$ cat src/rtl/i2c_am_pkg.sv
// Shared types for the I2C master address-phase controller.
// Assumes: one byte of address and direction per transaction.
package i2c_am_pkg;

    localparam int unsigned BYTE_W = 8;

    // Bus phases; each timed phase lasts one divider period
    typedef enum logic [3:0] {
        ST_IDLE,   // lines released, waiting for a start request
        ST_START,  // SDA low while SCL released
        ST_BLOW,   // SCL low half of an address bit
        ST_BHIGH,  // SCL high half of an address bit
        ST_ALOW,   // SCL low half of the acknowledge clock
        ST_AHIGH,  // SCL high half of the acknowledge clock
        ST_HOLD,   // mode chosen, SCL held low
        ST_PLOW,   // stop set-up: SDA low, SCL low
        ST_PHIGH   // stop set-up: SDA low, SCL released
    } am_state_e;

endpackage

$ cat src/rtl/i2c_am_divider.sv
// Phase timer: counts system clocks while a timed phase runs and
// flags the last cycle of each phase. Assumes CLK_DIV >= 2 and that
// run_i only drops at a phase boundary or while idle.
module i2c_am_divider #(
    parameter int unsigned CLK_DIV = 4
) (
    input  logic clk,
    input  logic rst_n,
    input  logic run_i,
    output logic tick_o
);

    localparam int unsigned CW = (CLK_DIV > 1) ? $clog2(CLK_DIV) : 1;
    localparam logic [CW-1:0] LAST = CW'(CLK_DIV - 1);

    logic [CW-1:0] cnt_q;

    // Last cycle of the current phase
    assign tick_o = run_i && (cnt_q == LAST);

    // Count within a phase, restart at each phase boundary
    always_ff @(posedge clk) begin
        if (!rst_n)
            cnt_q <= '0;
        else if (!run_i || tick_o)
            cnt_q <= '0;
        else
            cnt_q <= cnt_q + CW'(1);
    end

    // inside a phase the count advances by one every clock
    assert_phase_count_R3: assert property (@(posedge clk) disable iff (!rst_n)
        (run_i && !tick_o) |=> (cnt_q == $past(cnt_q) + CW'(1)));

    // a phase boundary restarts the count
    assert_phase_restart_R3: assert property (@(posedge clk) disable iff (!rst_n)
        tick_o |=> (cnt_q == '0));

endmodule

$ cat src/rtl/i2c_am_status.sv
// Sticky bus-error flag: set by an address not-acknowledge,
// cleared only by a host write of 1. A set and a clear in the
// same cycle leave the flag set.
module i2c_am_status (
    input  logic clk,
    input  logic rst_n,
    input  logic set_i,
    input  logic clr_i,
    output logic err_o
);

    // Hold the error until explicitly cleared
    always_ff @(posedge clk) begin
        if (!rst_n)
            err_o <= 1'b0;
        else if (set_i)
            err_o <= 1'b1;
        else if (clr_i)
            err_o <= 1'b0;
    end

    // a not-acknowledge raises the flag in the next cycle
    assert_err_set_R9: assert property (@(posedge clk) disable iff (!rst_n)
        set_i |=> err_o);

    // without a clear the flag stays set
    assert_err_sticky_R10: assert property (@(posedge clk) disable iff (!rst_n)
        (err_o && !clr_i) |=> err_o);

endmodule

$ cat src/rtl/i2c_am_pins.sv
// Open-drain pin stage: registers the wanted SCL and SDA levels.
// SDA may follow its wanted level only when SCL was already held
// low, or when the phase forms START or STOP (allow_i).
// Assumes the sequencer holds each wanted level for a whole phase.
module i2c_am_pins (
    input  logic clk,
    input  logic rst_n,
    input  logic scl_want_i,
    input  logic sda_want_i,
    input  logic allow_i,
    output logic scl_low_o,
    output logic sda_low_o
);

    // Register pin drives, delaying SDA until SCL is low
    always_ff @(posedge clk) begin
        if (!rst_n) begin
            scl_low_o <= 1'b0;
            sda_low_o <= 1'b0;
        end else begin
            scl_low_o <= scl_want_i;
            if (scl_low_o || allow_i)
                sda_low_o <= sda_want_i;
        end
    end

    // an SDA change with SCL released comes only from START or STOP
    assert_sda_edge_R4: assert property (@(posedge clk) disable iff (!rst_n)
        (!$stable(sda_low_o) && !$past(scl_low_o)) |-> $past(allow_i));

endmodule

$ cat src/rtl/i2c_am_seq.sv
// Address-phase sequencer: START, eight address bits MSB first,
// acknowledge clock, then the transmit or receive mode, or an
// automatic STOP on not-acknowledge. Assumes one-cycle request
// pulses and no clock stretching by the target.
module i2c_am_seq
    import i2c_am_pkg::*;
(
    input  logic              clk,
    input  logic              rst_n,
    input  logic              tick_i,
    input  logic              start_i,
    input  logic              stop_i,
    input  logic              err_i,
    input  logic [BYTE_W-1:0] addr_byte_i,
    input  logic              sda_in_i,
    output logic              run_o,
    output logic              scl_want_o,
    output logic              sda_want_o,
    output logic              allow_o,
    output logic              busy_o,
    output logic              mode_tx_o,
    output logic              mode_rx_o,
    output logic              nack_o,
    output logic              ack_high_o
);

    localparam int unsigned BCW = $clog2(BYTE_W);
    localparam logic [BCW-1:0] TOP_BIT = BCW'(BYTE_W - 1);

    am_state_e         state_q;
    logic [BYTE_W-1:0] shreg_q;
    logic [BCW-1:0]    bitcnt_q;
    logic              dir_q;

    // Phase sequence and address shift register
    always_ff @(posedge clk) begin
        if (!rst_n) begin
            state_q  <= ST_IDLE;
            shreg_q  <= '0;
            bitcnt_q <= '0;
            dir_q    <= 1'b0;
        end else begin
            unique case (state_q)
                ST_IDLE: if (start_i && !err_i) begin
                    state_q  <= ST_START;
                    shreg_q  <= addr_byte_i;
                    bitcnt_q <= TOP_BIT;
                    dir_q    <= addr_byte_i[0];
                end
                ST_START: if (tick_i) state_q <= ST_BLOW;
                ST_BLOW:  if (tick_i) state_q <= ST_BHIGH;
                ST_BHIGH: if (tick_i) begin
                    if (bitcnt_q == '0) begin
                        state_q <= ST_ALOW;
                    end else begin
                        bitcnt_q <= bitcnt_q - BCW'(1);
                        shreg_q  <= {shreg_q[BYTE_W-2:0], 1'b0};
                        state_q  <= ST_BLOW;
                    end
                end
                ST_ALOW:  if (tick_i) state_q <= ST_AHIGH;
                ST_AHIGH: if (tick_i) state_q <= sda_in_i ? ST_PLOW : ST_HOLD;
                ST_HOLD:  if (stop_i) state_q <= ST_PLOW;
                ST_PLOW:  if (tick_i) state_q <= ST_PHIGH;
                ST_PHIGH: if (tick_i) state_q <= ST_IDLE;
                default:  state_q <= ST_IDLE;
            endcase
        end
    end

    // Wanted line levels for each phase
    always_comb begin
        scl_want_o = 1'b0;
        sda_want_o = 1'b0;
        unique case (state_q)
            ST_START:          sda_want_o = 1'b1;
            ST_BLOW: begin
                scl_want_o = 1'b1;
                sda_want_o = ~shreg_q[BYTE_W-1];
            end
            ST_BHIGH:          sda_want_o = ~shreg_q[BYTE_W-1];
            ST_ALOW, ST_HOLD:  scl_want_o = 1'b1;
            ST_PLOW: begin
                scl_want_o = 1'b1;
                sda_want_o = 1'b1;
            end
            ST_PHIGH:          sda_want_o = 1'b1;
            default: begin
                scl_want_o = 1'b0;
                sda_want_o = 1'b0;
            end
        endcase
    end

    // Status and control outputs derived from the phase
    assign allow_o    = (state_q == ST_IDLE) || (state_q == ST_START);
    assign run_o      = (state_q != ST_IDLE) && (state_q != ST_HOLD);
    assign busy_o     = (state_q != ST_IDLE);
    assign mode_tx_o  = (state_q == ST_HOLD) && !dir_q;
    assign mode_rx_o  = (state_q == ST_HOLD) && dir_q;
    assign nack_o     = (state_q == ST_AHIGH) && tick_i && sda_in_i;
    assign ack_high_o = (state_q == ST_AHIGH);

    // an accepted start request enters the START phase
    assert_start_taken_R1: assert property (@(posedge clk) disable iff (!rst_n)
        ((state_q == ST_IDLE) && start_i && !err_i) |=> (state_q == ST_START) && busy_o);

    // a start request during a transaction does not restart it
    assert_start_busy_R1: assert property (@(posedge clk) disable iff (!rst_n)
        ((state_q == ST_HOLD) && start_i && !stop_i) |=> (state_q == ST_HOLD));

    // acknowledge of a write address selects transmit mode
    assert_mode_tx_R7: assert property (@(posedge clk) disable iff (!rst_n)
        ((state_q == ST_AHIGH) && tick_i && !sda_in_i && !dir_q) |=> (mode_tx_o && !mode_rx_o));

    // acknowledge of a read address selects receive mode
    assert_mode_rx_R8: assert property (@(posedge clk) disable iff (!rst_n)
        ((state_q == ST_AHIGH) && tick_i && !sda_in_i && dir_q) |=> (mode_rx_o && !mode_tx_o));

    // a not-acknowledge goes straight into the stop sequence
    assert_nack_stop_R9: assert property (@(posedge clk) disable iff (!rst_n)
        nack_o |=> (state_q == ST_PLOW));

    // a start request is refused while the error flag is set
    assert_start_blocked_R10: assert property (@(posedge clk) disable iff (!rst_n)
        ((state_q == ST_IDLE) && err_i) |=> (state_q == ST_IDLE));

    // a stop request in a mode begins the stop sequence
    assert_stop_taken_R11: assert property (@(posedge clk) disable iff (!rst_n)
        ((state_q == ST_HOLD) && stop_i) |=> (state_q == ST_PLOW));

endmodule

$ cat src/rtl/i2c_addr_master.sv
// Top of the I2C master address-phase controller. Holds the host
// data register and wires the phase timer, sequencer, pin stage
// and error flag. Assumes open-drain pads outside: a 1 on scl_low
// or sda_low enables the pull-down.
module i2c_addr_master
    import i2c_am_pkg::*;
#(
    parameter int unsigned CLK_DIV = 4
) (
    input  logic              clk,
    input  logic              rst_n,
    input  logic [BYTE_W-1:0] host_data,
    input  logic              host_data_we,
    input  logic              host_start,
    input  logic              host_stop,
    input  logic              host_err_clr,
    input  logic              sda_in,
    output logic              scl_low,
    output logic              sda_low,
    output logic              busy,
    output logic              mode_tx,
    output logic              mode_rx,
    output logic              bus_err
);

    logic [BYTE_W-1:0] data_q;
    logic run, tick, scl_want, sda_want, allow, nack, ack_high;

    // Host data register holding address and direction
    always_ff @(posedge clk) begin
        if (!rst_n)
            data_q <= '0;
        else if (host_data_we)
            data_q <= host_data;
    end

    i2c_am_divider #(.CLK_DIV(CLK_DIV)) u_divider (
        .clk    (clk),
        .rst_n  (rst_n),
        .run_i  (run),
        .tick_o (tick)
    );

    i2c_am_seq u_seq (
        .clk         (clk),
        .rst_n       (rst_n),
        .tick_i      (tick),
        .start_i     (host_start),
        .stop_i      (host_stop),
        .err_i       (bus_err),
        .addr_byte_i (data_q),
        .sda_in_i    (sda_in),
        .run_o       (run),
        .scl_want_o  (scl_want),
        .sda_want_o  (sda_want),
        .allow_o     (allow),
        .busy_o      (busy),
        .mode_tx_o   (mode_tx),
        .mode_rx_o   (mode_rx),
        .nack_o      (nack),
        .ack_high_o  (ack_high)
    );

    i2c_am_pins u_pins (
        .clk        (clk),
        .rst_n      (rst_n),
        .scl_want_i (scl_want),
        .sda_want_i (sda_want),
        .allow_i    (allow),
        .scl_low_o  (scl_low),
        .sda_low_o  (sda_low)
    );

    i2c_am_status u_status (
        .clk   (clk),
        .rst_n (rst_n),
        .set_i (nack),
        .clr_i (host_err_clr),
        .err_o (bus_err)
    );

    // the high half of the ninth clock leaves SDA released
    assert_ack_release_R6: assert property (@(posedge clk) disable iff (!rst_n)
        ack_high |=> !sda_low);

    // transmit and receive modes never coexist
    assert_mode_excl_R7: assert property (@(posedge clk) disable iff (!rst_n)
        !(mode_tx && mode_rx));

    // no mode is reported while idle
    assert_idle_no_mode_R11: assert property (@(posedge clk) disable iff (!rst_n)
        !busy |-> !(mode_tx || mode_rx));

endmodule

$ cat config.mk
export PLATFORM = sky130hd
export DESIGN_NAME = i2c_addr_master
export DESIGN_NICKNAME = d
export VERILOG_FILES = /design/src/rtl/i2c_am_pkg.sv /design/src/rtl/i2c_am_divider.sv /design/src/rtl/i2c_am_status.sv /design/src/rtl/i2c_am_pins.sv /design/src/rtl/i2c_am_seq.sv /design/src/rtl/i2c_addr_master.sv
export SDC_FILE = /design/constraint.sdc
export NUM_CORES = 1
export LEC_CHECK = 0
export BUFFER_PORTS_ARGS = -buffer_cell sky130_fd_sc_hd__buf_2
export CAP_MARGIN = 25
export CORE_ASPECT_RATIO = 0.5
export CORE_MARGIN = 5
export CORE_UTILIZATION = 50
export DETAILED_ROUTE_END_ITERATION = 10
export PLACE_DENSITY = 0.74
export SYNTH_ARGS = -nofsm -noshare
export SYNTH_HDL_FRONTEND = slang
export SYNTH_HIERARCHICAL = 1
export SYNTH_SLANG_ARGS = --single-unit
$ cat constraint.sdc
create_clock -name clk -period 2.1 [get_ports clk]
set_clock_uncertainty 0.1 [all_clocks]
set_input_delay 0.105 -clock clk [delete_from_list [all_inputs] [get_ports clk]]
set_output_delay 0.105 -clock clk [all_outputs]
set_load 0.01 [all_outputs]
# [Word level (Yosys, flattened, before mapping)]
# Cells that the tools add are included.
[totals] ramBits=0 mem_bits_ro=0 word_cells=82 out_inout_bits=6 n_memories=0 inputBits=15 ff_bits=29 latchBits=0
[classes] shift=0 n_div=0 mul=0 eq_ne=20 n_reduce_logical=25 n_lt_le_gt_ge=0 n_mux=24 bitwise=2 add_sub_neg=2
[op_table] op="$mux 4" n=9
[op_table] op="$pmux 4 s9" n=1
[op_table] op="$mux 8" n=3
[op_table] op="$eq 4x3->1 const B" n=4
[op_table] op="$ne 2x2->1 const B" n=8
[op_table] op="$pmux 8 s2" n=1
[op_table] op="$mux 3" n=4
[op_table] op="$reduce_and 9->1" n=1
[op_table] op="$eq 4x2->1 const B" n=2
[op_table] op="$logic_and 1x1->1" n=7
[op_table] op="$pmux 3 s2" n=1
[op_table] op="$eq 4x1->1 const B" n=1
[op_table] op="$eq 4x4->1 const B" n=1
[op_table] op="$logic_not 4->1" n=1
[op_table] op="$mux 1" n=4
[op_table] op="$ne 2x1->1 const B" n=2
[op_table] op="$ne 4x3->1 const B" n=1
[op_table] op="$reduce_and 4->1" n=1
[op_table] op="$reduce_bool 2->1" n=2
[op_table] op="$reduce_bool 4->1" n=1
[op_table] op="$reduce_or 2->1" n=2
[op_table] op="$reduce_or 4->1" n=1
[op_table] op="$logic_not 1->1" n=3
[op_table] op="$logic_not 3->1" n=1
[op_table] op="8 further kinds" n=11

# [Depth between registers and ports, before layout]
# Gate-level depths: netlist of run 1.
[depth] ltp_word=6 ltp_mapped=10 mapped_depth_nobuf=8

# [Modules after synthesis]
# The synthesis of run 1 kept the hierarchy.
[modules_own_cells] module="i2c_am_seq" instances=1 area_per_inst_um2=1004.7 seq_area_each_um2=320.3 cells_each=115
[modules_own_cells] module="i2c_addr_master" instances=1 area_per_inst_um2=301.5 seq_area_each_um2=160.2 cells_each=25
[modules_own_cells] module="i2c_am_divider" instances=1 area_per_inst_um2=83.8 seq_area_each_um2=40.0 cells_each=6
[modules_own_cells] module="i2c_am_pins" instances=1 area_per_inst_um2=66.3 seq_area_each_um2=40.0 cells_each=6
[modules_own_cells] module="i2c_am_status" instances=1 area_per_inst_um2=41.3 seq_area_each_um2=20.0 cells_each=3

# [Worst setup path before layout of run 1]
# Ideal clock, no wire load.
[synth_timing] path_type="register to register" startpoint="register u_seq.state_q[2]" endpoint="register u_seq.bitcnt_q[0]" period_less_slack_ns=2.209 arrival_time_ns=1.993 path_slack_ns=-0.109 required_time_ns=1.884 setup_ns=0.116 stages_incl_launch_ff=11 n_path_buf=4 cell_sequence="dfxtp_1 > clkbuf_1 > nand2b_1 > and2_1 > nand2_1 > and2_2 > buf_2 > a32o_1 > buf_2 > buf_4 > o211a_1"
[synth_between] elab_chain_cells=5 word_cells_on_any_way=12 classes_between="eq/ne (5); mux (1); reduce/logical (6)"
[synth_lines] element="from (decl)" line_no="i2c_am_seq.sv:30" text="am_state_e state_q;"
[synth_lines] element="from (signal assigned)" line_no="i2c_am_seq.sv:62" text="ST_AHIGH: if (tick_i) state_q <= sda_in_i ? ST_PLOW : ST_HOLD;"
[synth_lines] element="$ne 4x3->1 or $reduce_bool 4->1 (tied branches)" line_no="i2c_am_seq.sv:97" text="assign run_o = (state_q != ST_IDLE) && (state_q != ST_HOLD);"
[synth_lines] element="$logic_and 1x1->1 (*)" line_no="i2c_am_seq.sv:97"
[synth_lines] element="named net run" line_no="i2c_addr_master.sv:27" text="logic run, tick, scl_want, sda_want, allow, nack, ack_high;"
[synth_lines] element="$logic_and 1x1->1 (*)" line_no="i2c_am_divider.sv:19" text="assign tick_o = run_i && (cnt_q == LAST);"
[synth_lines] element="named net tick" line_no="i2c_addr_master.sv:27"
[synth_lines] element="$ne 2x2->1 (no line) (*)"
[synth_lines] element="$reduce_and 4->1 (no line) (*)"
[synth_lines] element="to (signal assigned)" line_no="i2c_am_seq.sv:56" text="bitcnt_q <= bitcnt_q - BCW'(1);"
[synth_lines] element="to (decl)" line_no="i2c_am_seq.sv:32" text="logic [BCW-1:0] bitcnt_q;"
# The timed path passes the listed nets; every way through them passes the cells marked *.
# A chain may end at the register's enable or synchronous reset.

# [Final worst setup path of run 1]
[layout_timing] startpoint="register u_seq.state_q[2]" endpoint="register u_seq.shreg_q[3]"
[layout_between] elab_chain_cells=5 word_cells_on_any_way=12 classes_between="eq/ne (5); mux (1); reduce/logical (6)"
[layout_lines] element="$ne 4x3->1 or $reduce_bool 4->1 (tied branches)" line_no="i2c_am_seq.sv:97"
[layout_lines] element="$logic_and 1x1->1 (*)" line_no="i2c_am_seq.sv:97"
[layout_lines] element="named net run" line_no="i2c_addr_master.sv:27"
[layout_lines] element="$logic_and 1x1->1 (*)" line_no="i2c_am_divider.sv:19"
[layout_lines] element="named net tick" line_no="i2c_addr_master.sv:27"
[layout_lines] element="$ne 2x2->1 (no line) (*)"
[layout_lines] element="$reduce_and 4->1 (no line) (*)"
[layout_lines] element="to (signal assigned)" line_no="i2c_am_seq.sv:46" text="shreg_q <= addr_byte_i;"
[layout_lines] element="to (signal assigned)" line_no="i2c_am_seq.sv:57" text="shreg_q <= {shreg_q[BYTE_W-2:0], 1'b0};"
[layout_lines] element="to (decl)" line_no="i2c_am_seq.sv:31" text="logic [BYTE_W-1:0] shreg_q;"
# Marked as above.

==> results of run 1 <==
[how the worst max path moves through the flow]
| stage | startpoint | to | slack [ns] | depth (start not counted) |
|---|---|---|---|---|
| 6_report | u_seq/state_q[2] | u_seq/shreg_q[3] | 0.26 | 6 |
| 5_1_grt | u_seq/state_q[2] | u_seq/bitcnt_q[1] | 0.15 | 6 |
| 4_1_cts | u_seq/state_q[2] | u_seq/shreg_q[0] | 0.12 | 7 |
| 3_5_place_dp | u_seq/state_q[2] | u_seq/shreg_q[0] | 0.11 | 7 |
| 3_3_place_gp | u_seq/state_q[1] | u_seq/shreg_q[0] | 0.18 | 7 |
| 2_1_floorplan | u_seq/state_q[2] | u_seq/bitcnt_q[0] | 0.02 | 10 |
[kinds of logic after synthesis]
family / Yosys count
muxes: 15
adders and majority gates: 3
buffers and inverters: 17
DFF: 29
AOI/OAI and AO/OA: 33
and+or+nand+nor: 58
[cell usage in the layout, fill, tap and decap left out, types with 3 or more instances in the layout]
master         netlist  routed
o211a_1             10      10
o21ai_0              3       3
nor2b_1              9       9
ha_1                 3       3
nand2_1             14      14
nor2_1               6       6
inv_1                6       6
mux2i_1             15      15
dlygate4sd3_1        0       8
nand4b_1             3       3
buf_4                1       8
a21oi_1              3       3
o21ai_1              3       3
buf_2                4      20
clkbuf_8             0       6
dfxtp_1             29      29
nand2b_1             5       5
nand3_1              4       4
[worst max-delay path, cell delays in order (launching register included)]
cell and delay, ns:
dfxtp_1 0.43, nand2b_1 0.18, and2_1 0.15, nand2_1 0.08
and2_2 0.20, a32o_2 0.35, o211a_1 0.24
[sequential cells by signal, summed over array words and instances, names as in the netlist]
register / flops
data_q: 8
u_seq/shreg_q: 8
u_seq/state_q: 4
u_seq/bitcnt_q: 3
u_divider/cnt_q: 2
u_pins/scl_low_o: 1
u_pins/sda_low_o: 1
u_seq/dir_q: 1
u_status/err_o: 1
[layer usage]
metal	track usage, %	vias up
met1	18.4	552
met4	6.12	0
met3	4.58	5
met2	19.6	23
met5	0	-
li1	-	614
[per-stage QoR]
step                cell area (sq um)  power, mW
floorplan                        1500      0.746
global placement                 1640      0.782
detailed placement               1640      0.788
CTS                              1840       1.39
global route                     1840       1.44
finish                           1840       1.38
[timing repair]
| action | in CTS | in global routing |
|---|---|---|
| gates resized for setup | 0 | 1 |
| hold endpoints to repair | 8 | 0 |
| setup endpoints to repair | 0 | 6 |
| hold buffers | 8 | 0 |
[report_power, final]
group	switching [mW]	internal [mW]
Combinational	0.0862	0.0861
Clock	0.206	0.386
Sequential	0.0261	0.588
Total	0.318	1.06
[area by class of cell]
| type | count | area, sq um |
|---|---|---|
| well taps | 40 | 50.0 |
| repair buffers | 36 | 240 |
| clock inverters | 1 | 30.0 |
| inverters | 6 | 22.5 |
| clock buffers | 7 | 86.3 |
| multi-input cells | 109 | 831 |
| fillers | 270 | 1100 |
| flip-flops and latches | 29 | 581 |
==> flow_summary.toml, run 1 <==
[timing]
fin_tns_setup_ns = 0
worst_pin_slew_ns = 0.362
fin_crit_ns = 1.84
setup_viol = 0
drv_slew = 0
fmax_mhz = 544
min_period_over_period_pct = 87.5
finalHoldViolCount = 0
layout_setup_ws_ns = 0.262
slew_headroom_pct = 75.9
rsz0062_at_grt = "false"
hold_ws_ns = 0.0505

[global_route]
grt_max_degree = 21
grt_pass1_wl_um = 4550
antenna_found_initial = 0
grt_pass1_vias = 1043
grtUsageTotal_pct = 13.7
grt.overflow.total = 0

[final_layout]
fin_nets = 205
antennaDiodeCount = 0
syn2layout_area_growth_pct = 22.9
drive_gt1_share_pct = 24.5
utilization_pct = 62.5
fin_cells = 228

[synthesis]
synth_enable_flop_cells = 0
yosys.area.top_type_share_pct = 38.8
netlist_instances = 155
yosysMostFrequentCell = "dfxtp_1"
syn_nets = 173
synthArstFlopShare_pct = 0
avgSynthCellArea_sq_um = 9.66
yosys_most_used_dff = "dfxtp_1"
synth_compound_area_share_pct = 18.8
synth_commonest_cells = "29 x dfxtp_1, 15 x mux2i_1, 14 x nand2_1, 10 x o211a_1, 9 x nor2b_1"
synthAdderAreaFrac_pct = 2.51
synth_xor_area_share_pct = 0
synth.distinct_cells = 44
yosysWarnings = 6
synth_area_sq_um = 1500
yosys-top-cells-area = "dfxtp_1 39%, mux2i_1 10%, o211a_1 6.7%, nor2b_1 3.8%, nand2_1 3.5%"
synth_top_family_by_area = "simple AND/OR/NAND/NOR gates"
synth.area.mux_share_pct = 10.0
synth_seq_area_share_pct = 38.8
yosys.area_share.simple_pct = 24.1
synth_area_leader_cell = "dfxtp_1"
ys_ff_latch = 29

[worst_hold_path]
hold_end = "u_status/err_o"
whs_path_depth = 3
hold_path.class = "in -> reg"
hold_path_startpoint = "host_err_clr"

[critical_path]
crit_required_ns = 2.17
crit_fanout = 18
ff2ff_setup_slack_ns = 0.26
worst_setup_path_end_kind = "register"
rr_endpoint = "u_seq/shreg_q[3]"
cp-start-kind = "register"
timing_worst_setup_path_type = "reg -> reg"
cp_data_arrival_time_ns = 1.91
r2r_cells = 6
timing.rr.start = "u_seq/state_q[2]"

[detailed_routing]
vias = 1194
totalWireLength_um = 2750
wl_met2_um = 1250
dr.pass1.iters = 4
wl_met3_um = 174
m1WireLength_um = 1290
top_layer_used = "met4"
drtAntennaViolNets = 0
drt_iter0_markers = 37
drcViolationCount = 0
viasPerCell = 5.24
wl_per_cell_um = 12.1

[clocking]
tritoncts = "built"
clock_latency_ns = 0.28
clock_sinks = 29
root_buffer = "clkbuf_8"
cts_made_buffers = 5
cts_setup_buffers = 0
clk_pin_slew_ns = 0.06
htreeDepth = 2
cts_buffer_depth = 2

[placement]
hpwlAfterDp_um = 1970
post-place-ws_ns = 0.110
dpl.cell_count = 212
gp_congestion = 0.883
io_buffer_count = 20

[floorplan]
core_region_area_sq_um = 2940
dieArea_sq_um = 4260
pin_count = 21
die_h_um = 48.7
die_w_um = 87.4
rows = 14
initial_core_util_pct = 50.9

[power]
p_leak_nw = 0.851
power.density_nw_per_um2 = 749
ir_drop_v = 0.000504

[run]
cap_violations = 0

[outcome]
status = "finished, final reports clean"
Power figures use the tool's default switching activity.
==> run 2, diff against run 1 <==
- CORE_ASPECT_RATIO: 0.5 -> 1.4
==> flow_summary.toml, run 2 (same netlist as run 1, synthesis figures left out) <==
[outcome]
status = "finished, final reports clean"

[placement]
io_buffer_count = 20
dpl.cell_count = 208
hpwlAfterDp_um = 2100
gp_congestion = 0.724
place_area_sq_um = 1630
post-place-ws_ns = 0.134

[global_route]
grt_max_degree = 24
grt.overflow.total = 0
grt_pass1_vias = 1164
grt_pass1_wl_um = 5180
grtUsageTotal_pct = 16.3
antenna_found_initial = 0

[detailed_routing]
totalWireLength_um = 3000
dr.pass1.iters = 4
drtAntennaViolNets = 0
vias = 1211
drt_iter0_markers = 25
viasPerCell = 5.41
drcViolationCount = 0
wl_per_cell_um = 13.4

[timing]
fin_crit_ns = 1.82
rsz0062_at_grt = "false"
fmax_mhz = 550
worst_pin_slew_ns = 0.377
layout_setup_ws_ns = 0.280
hold_ws_ns = 0.0569
drv_slew = 0
fin_tns_setup_ns = 0
slew_headroom_pct = 74.9
min_period_over_period_pct = 86.7
setup_viol = 0
finalHoldViolCount = 0

[final_layout]
top_regs = "data_q: 8 flops, u_seq/shreg_q: 8 flops, u_seq/state_q: 4 flops"
drive_gt1_share_pct = 23.0
fin_nets = 204
layout.cells.most_common = "dfxtp_1"
antennaDiodeCount = 0
fin_cells = 224
utilization_pct = 62.3
fin_area_sq_um = 1790
layout_common_cells = "29 x dfxtp_1, 20 x buf_2, 15 x mux2i_1, 14 x nand2_1, 10 x o211a_1"
syn2layout_area_growth_pct = 19.7

[critical_path]
rr_endpoint = "u_seq/shreg_q[2]"
crit_cells = 6
r2r_cells = 6
crit_required_ns = 2.16
cp-start-kind = "register"
crit_chain = "nand2b_1 -> and2_1 -> nand2_1 -> and2_2 -> a32o_2 -> o211a_1"
timing_worst_setup_path_type = "reg -> reg"
ff2ff_setup_slack_ns = 0.28
cp_data_arrival_time_ns = 1.88
crit_end = "u_seq/shreg_q[2]"
cpPeakStageDelay_ns = 0.39
worstSetupStartpoint = "u_seq/state_q[2]"
cp_top_family = "simple AND/OR/NAND/NOR gates"
worst_setup_path_end_kind = "register"
critical_path_buf_inv_count = 0
crit_fanout = 18
cpMaxStageDelayCell = "dfxtp_1"
timing.rr.start = "u_seq/state_q[2]"

[worst_hold_path]
hold_path.class = "in -> reg"
whs_path_depth = 3

[run]
cap_violations = 0

[clocking]
clock_latency_ns = 0.28
cts_made_buffers = 5
root_buffer = "clkbuf_8"
cts_buffer_depth = 2
tritoncts = "built"
cts_setup_buffers = 0
clk_pin_slew_ns = 0.06
clock_sinks = 29
htreeDepth = 2

[floorplan]
rows = 23
die_w_um = 56.3
dieArea_sq_um = 4210
core_region_area_sq_um = 2880
pin_count = 21
die_h_um = 74.8
initial_core_util_pct = 52.0

[power]
power.total_mw = 1.22
ir_drop_v = 0.000580
p_leak_nw = 0.828
power.density_nw_per_um2 = 678
## run 2: repair_timing
action / CTS / global route
resized for setup: 0 / 1
endpoints found under the hold margin: 8 / 0
setup endpoints to repair: 0 / 8
hold buffers: 8 / 0
## run 2: layer usage
| layer | GRT usage, % | wire [um] |
|---|---|---|
| met1 | 16.4 | 1220 |
| met2 | 29.5 | 1600 |
| met3 | 4.97 | 123 |
| met4 | 10.0 | 62 |
| met5 | 0 | 0 |
## run 2: area by class of cell
class,count,area [sq um]
fillers,277,1080
multi-input cells,109,831
flip-flops and latches,29,581
repair buffers,35,233
clock buffers,8,80.1
well taps,37,46.3
inverters,6,22.5
## run 2: report_power, final
group	internal (mW)	total, mW	switching, mW
combinational	0.0863	0.174	0.0881
sequential	0.588	0.614	0.0262
clock	0.235	0.428	0.193
## run 2: worst min-delay path by stage
stage | slack [ns] | end | startpoint
CTS | 0.05 | u_status/err_o | host_err_clr
global route | 0.07 | u_seq/state_q[0] | host_stop
global placement | 0.26 | data_q[0] | host_data[0]
finish | 0.06 | u_status/err_o | host_err_clr
floorplan | 0.12 | u_status/err_o | rst_n
detailed placement | 0.27 | data_q[2] | host_data[2]
## run 2: worst min-delay path, stage by stage
cell and delay [ns]:
buf_2 0.11, nor2b_4 0.09, o21a_1 0.10
==> run 3, diff against run 2 <==
- SYNTH_HIERARCHICAL: 1 -> default
==> flow_summary.toml, run 3 <==
[detailed_routing]
wl_met2_um = 1520
dr.pass1.iters = 5
drt_iter0_markers = 24
m1WireLength_um = 1180
drcViolationCount = 0
top_layer_used = "met4"
wl_met3_um = 153
drtAntennaViolNets = 0
totalWireLength_um = 2920
vias = 1164
viasPerCell = 5.36
wl_per_cell_um = 13.5

[global_route]
grt_pass1_wl_um = 4920
grt_max_degree = 32
grtUsageTotal_pct = 16.9
antenna_found_initial = 0
grt_pass1_vias = 1200
grt.overflow.total = 0

[critical_path]
crit_chain = "inv_1 -> nand4_1 -> o22ai_1 -> nor2_1 -> mux2i_1"
worstSetupStartpoint = "u_seq.state_q[3]"
timing_worst_setup_path_type = "reg -> reg"
timing.rr.start = "u_seq.state_q[3]"
cp_data_arrival_time_ns = 1.83
critical_path_buf_inv_count = 1
cpPeakStageDelay_ns = 0.49
cp-start-kind = "register"
crit_required_ns = 2.21
crit_fanout = 9
cp_top_family = "flip-flops"
cpMaxStageDelayCell = "dfxtp_1"
worst_setup_path_end_kind = "register"

[outcome]
status = "finished, final reports clean"

[floorplan]
die_h_um = 73.2
die_w_um = 55.1
initial_core_util_pct = 51.1
pin_count = 21
dieArea_sq_um = 4030
rows = 23
core_region_area_sq_um = 2790

[final_layout]
fin_area_sq_um = 1740
syn2layout_area_growth_pct = 21.9
layout.cells.most_common = "dfxtp_1"
antennaDiodeCount = 0
utilization_pct = 62.3
top_regs = "data_q: 8 flops, u_seq.shreg_q: 8 flops, u_seq.state_q: 4 flops"
drive_gt1_share_pct = 20.6
fin_nets = 197
layout_common_cells = "29 x dfxtp_1, 20 x buf_2, 18 x mux2i_1, 15 x nand2_1, 12 x nor2b_1"

[synthesis]
synth_seq_area_share_pct = 40.7
yosysWarnings = 0
yosys.area.top_type_share_pct = 40.7
synthArstFlopShare_pct = 0
netlist_instances = 150
synth_enable_flop_cells = 0
yosys_most_used_dff = "dfxtp_1"
synth_area_sq_um = 1430
ys_ff_latch = 29
yosysMostFrequentCell = "dfxtp_1"
synth_commonest_cells = "29 x dfxtp_1, 18 x mux2i_1, 15 x nand2_1, 12 x nor2b_1, 9 x o211a_1"
synth.distinct_cells = 39
avgSynthCellArea_sq_um = 9.50
yosys-top-cells-area = "dfxtp_1 41%, mux2i_1 13%, o211a_1 6.3%, nor2b_1 5.3%, nand2_1 4.0%"
syn_nets = 168
synth_area_leader_cell = "dfxtp_1"

[timing]
fin_crit_ns = 1.71
fin_tns_setup_ns = 0
rsz0062_at_grt = "false"
slew_headroom_pct = 67.5
min_period_over_period_pct = 81.6
worst_pin_slew_ns = 0.487
hold_ws_ns = 0.0298
fmax_mhz = 584
drv_slew = 0
setup_viol = 0
finalHoldViolCount = 0

[clocking]
cts_buffer_depth = 2
ctsResizeCount = 0
htreeDepth = 2
cts_made_buffers = 5
tritoncts = "built"
root_buffer = "clkbuf_8"
clock_sinks = 29
clock_latency_ns = 0.28
clk_pin_slew_ns = 0.07

[placement]
place_area_sq_um = 1560
gp_congestion = 0.762
io_buffer_count = 20
hpwlAfterDp_um = 2050

[worst_hold_path]
hold_path_startpoint = "host_err_clr"
hold_path.class = "in -> reg"

[run]
cap_violations = 0

[power]
ir_drop_v = 0.000625
power.density_nw_per_um2 = 1010
p_leak_nw = 0.804
run 3: cell types whose count changed after synthesis, moves of 2 or more:
cell,previous run,this run
nor2b_1,9,12
o21ai_1,3,0
o21ai_0,3,1
and2_2,2,0
nor2_1,6,8
mux2i_1,15,18
nand2b_1,5,3
a21o_1,2,0
nand4b_1,3,0
nand4_1,0,3
run 3: metrics by stage:
| step | setup slack, ns | total power [mW] | instances |
|---|---|---|---|
| 2_1_floorplan | 0.512 | 1.10 | 150 |
| 3_3_place_gp | 0.430 | 1.22 | 201 |
| 3_5_place_dp | 0.411 | 1.25 | 201 |
| 4_1_cts | 0.381 | 1.77 | 217 |
| 5_1_grt | 0.226 | 1.86 | 217 |
| 6_report | 0.387 | 1.75 | 217 |
run 3: worst paths after layout:
path | to | slack [ns] | cells past startpoint
hold / removal | u_status.err_o | 0.03 | 4
setup reg to reg | u_seq.state_q[3] | 0.39 | 5
setup / recovery | u_seq.state_q[3] | 0.39 | 5
hold reg to reg | u_divider.cnt_q[0] | 0.33 | 1
run 3: cells by family (layout without fill, tap and decap cells):
| group | count (synthesis) | count (layout) | synth area share (%) |
|---|---|---|---|
| simple gates | 56 | 56 | 21.3 |
| flops | 29 | 29 | 40.7 |
| compound gates | 26 | 26 | 15.5 |
| mux | 19 | 19 | 13.4 |
| buf+inv | 16 | 46 | 5.62 |
| fa+ha+maj | 4 | 4 | 3.34 |
run 3: power breakdown:
part	total, mW	switching, mW	internal (mW)	leakage [nW]
sequential	0.732	0.0789	0.653	0.238
clock	0.506	0.210	0.296	0.0542
combinational	0.512	0.266	0.246	0.512
total	1.75	0.555	1.19	0.804
run 3: final cells by class:
type | instances | area [sq um]
clock inverter | 1 | 5.00
inverter | 6 | 22.5
timing repair buffer | 32 | 223
clock buffer | 7 | 96.3
tap | 37 | 46.3
fill | 236 | 1050
multi-input combinational | 105 | 764
sequential | 29 | 581
run 3: metal layers:
metal,track usage (%),vias to the layer above
met1,17.1,541
met3,3.68,8
met5,0,-
met2,30.5,31
li1,-,584
met4,8.92,0
run 3: worst reg2reg max path: cells and delay by family, from the launching register on:
family	cells	cell delay, ns
simple gates	2	0.49
buf+inv	1	0.19
flops	1	0.49
mux	1	0.23
compound gates	1	0.14
run 3: what timing repair did:
action                                 CTS  global route
endpoints found under the hold margin    8             0
hold buffers                             8             0
buffers inserted                         0             0
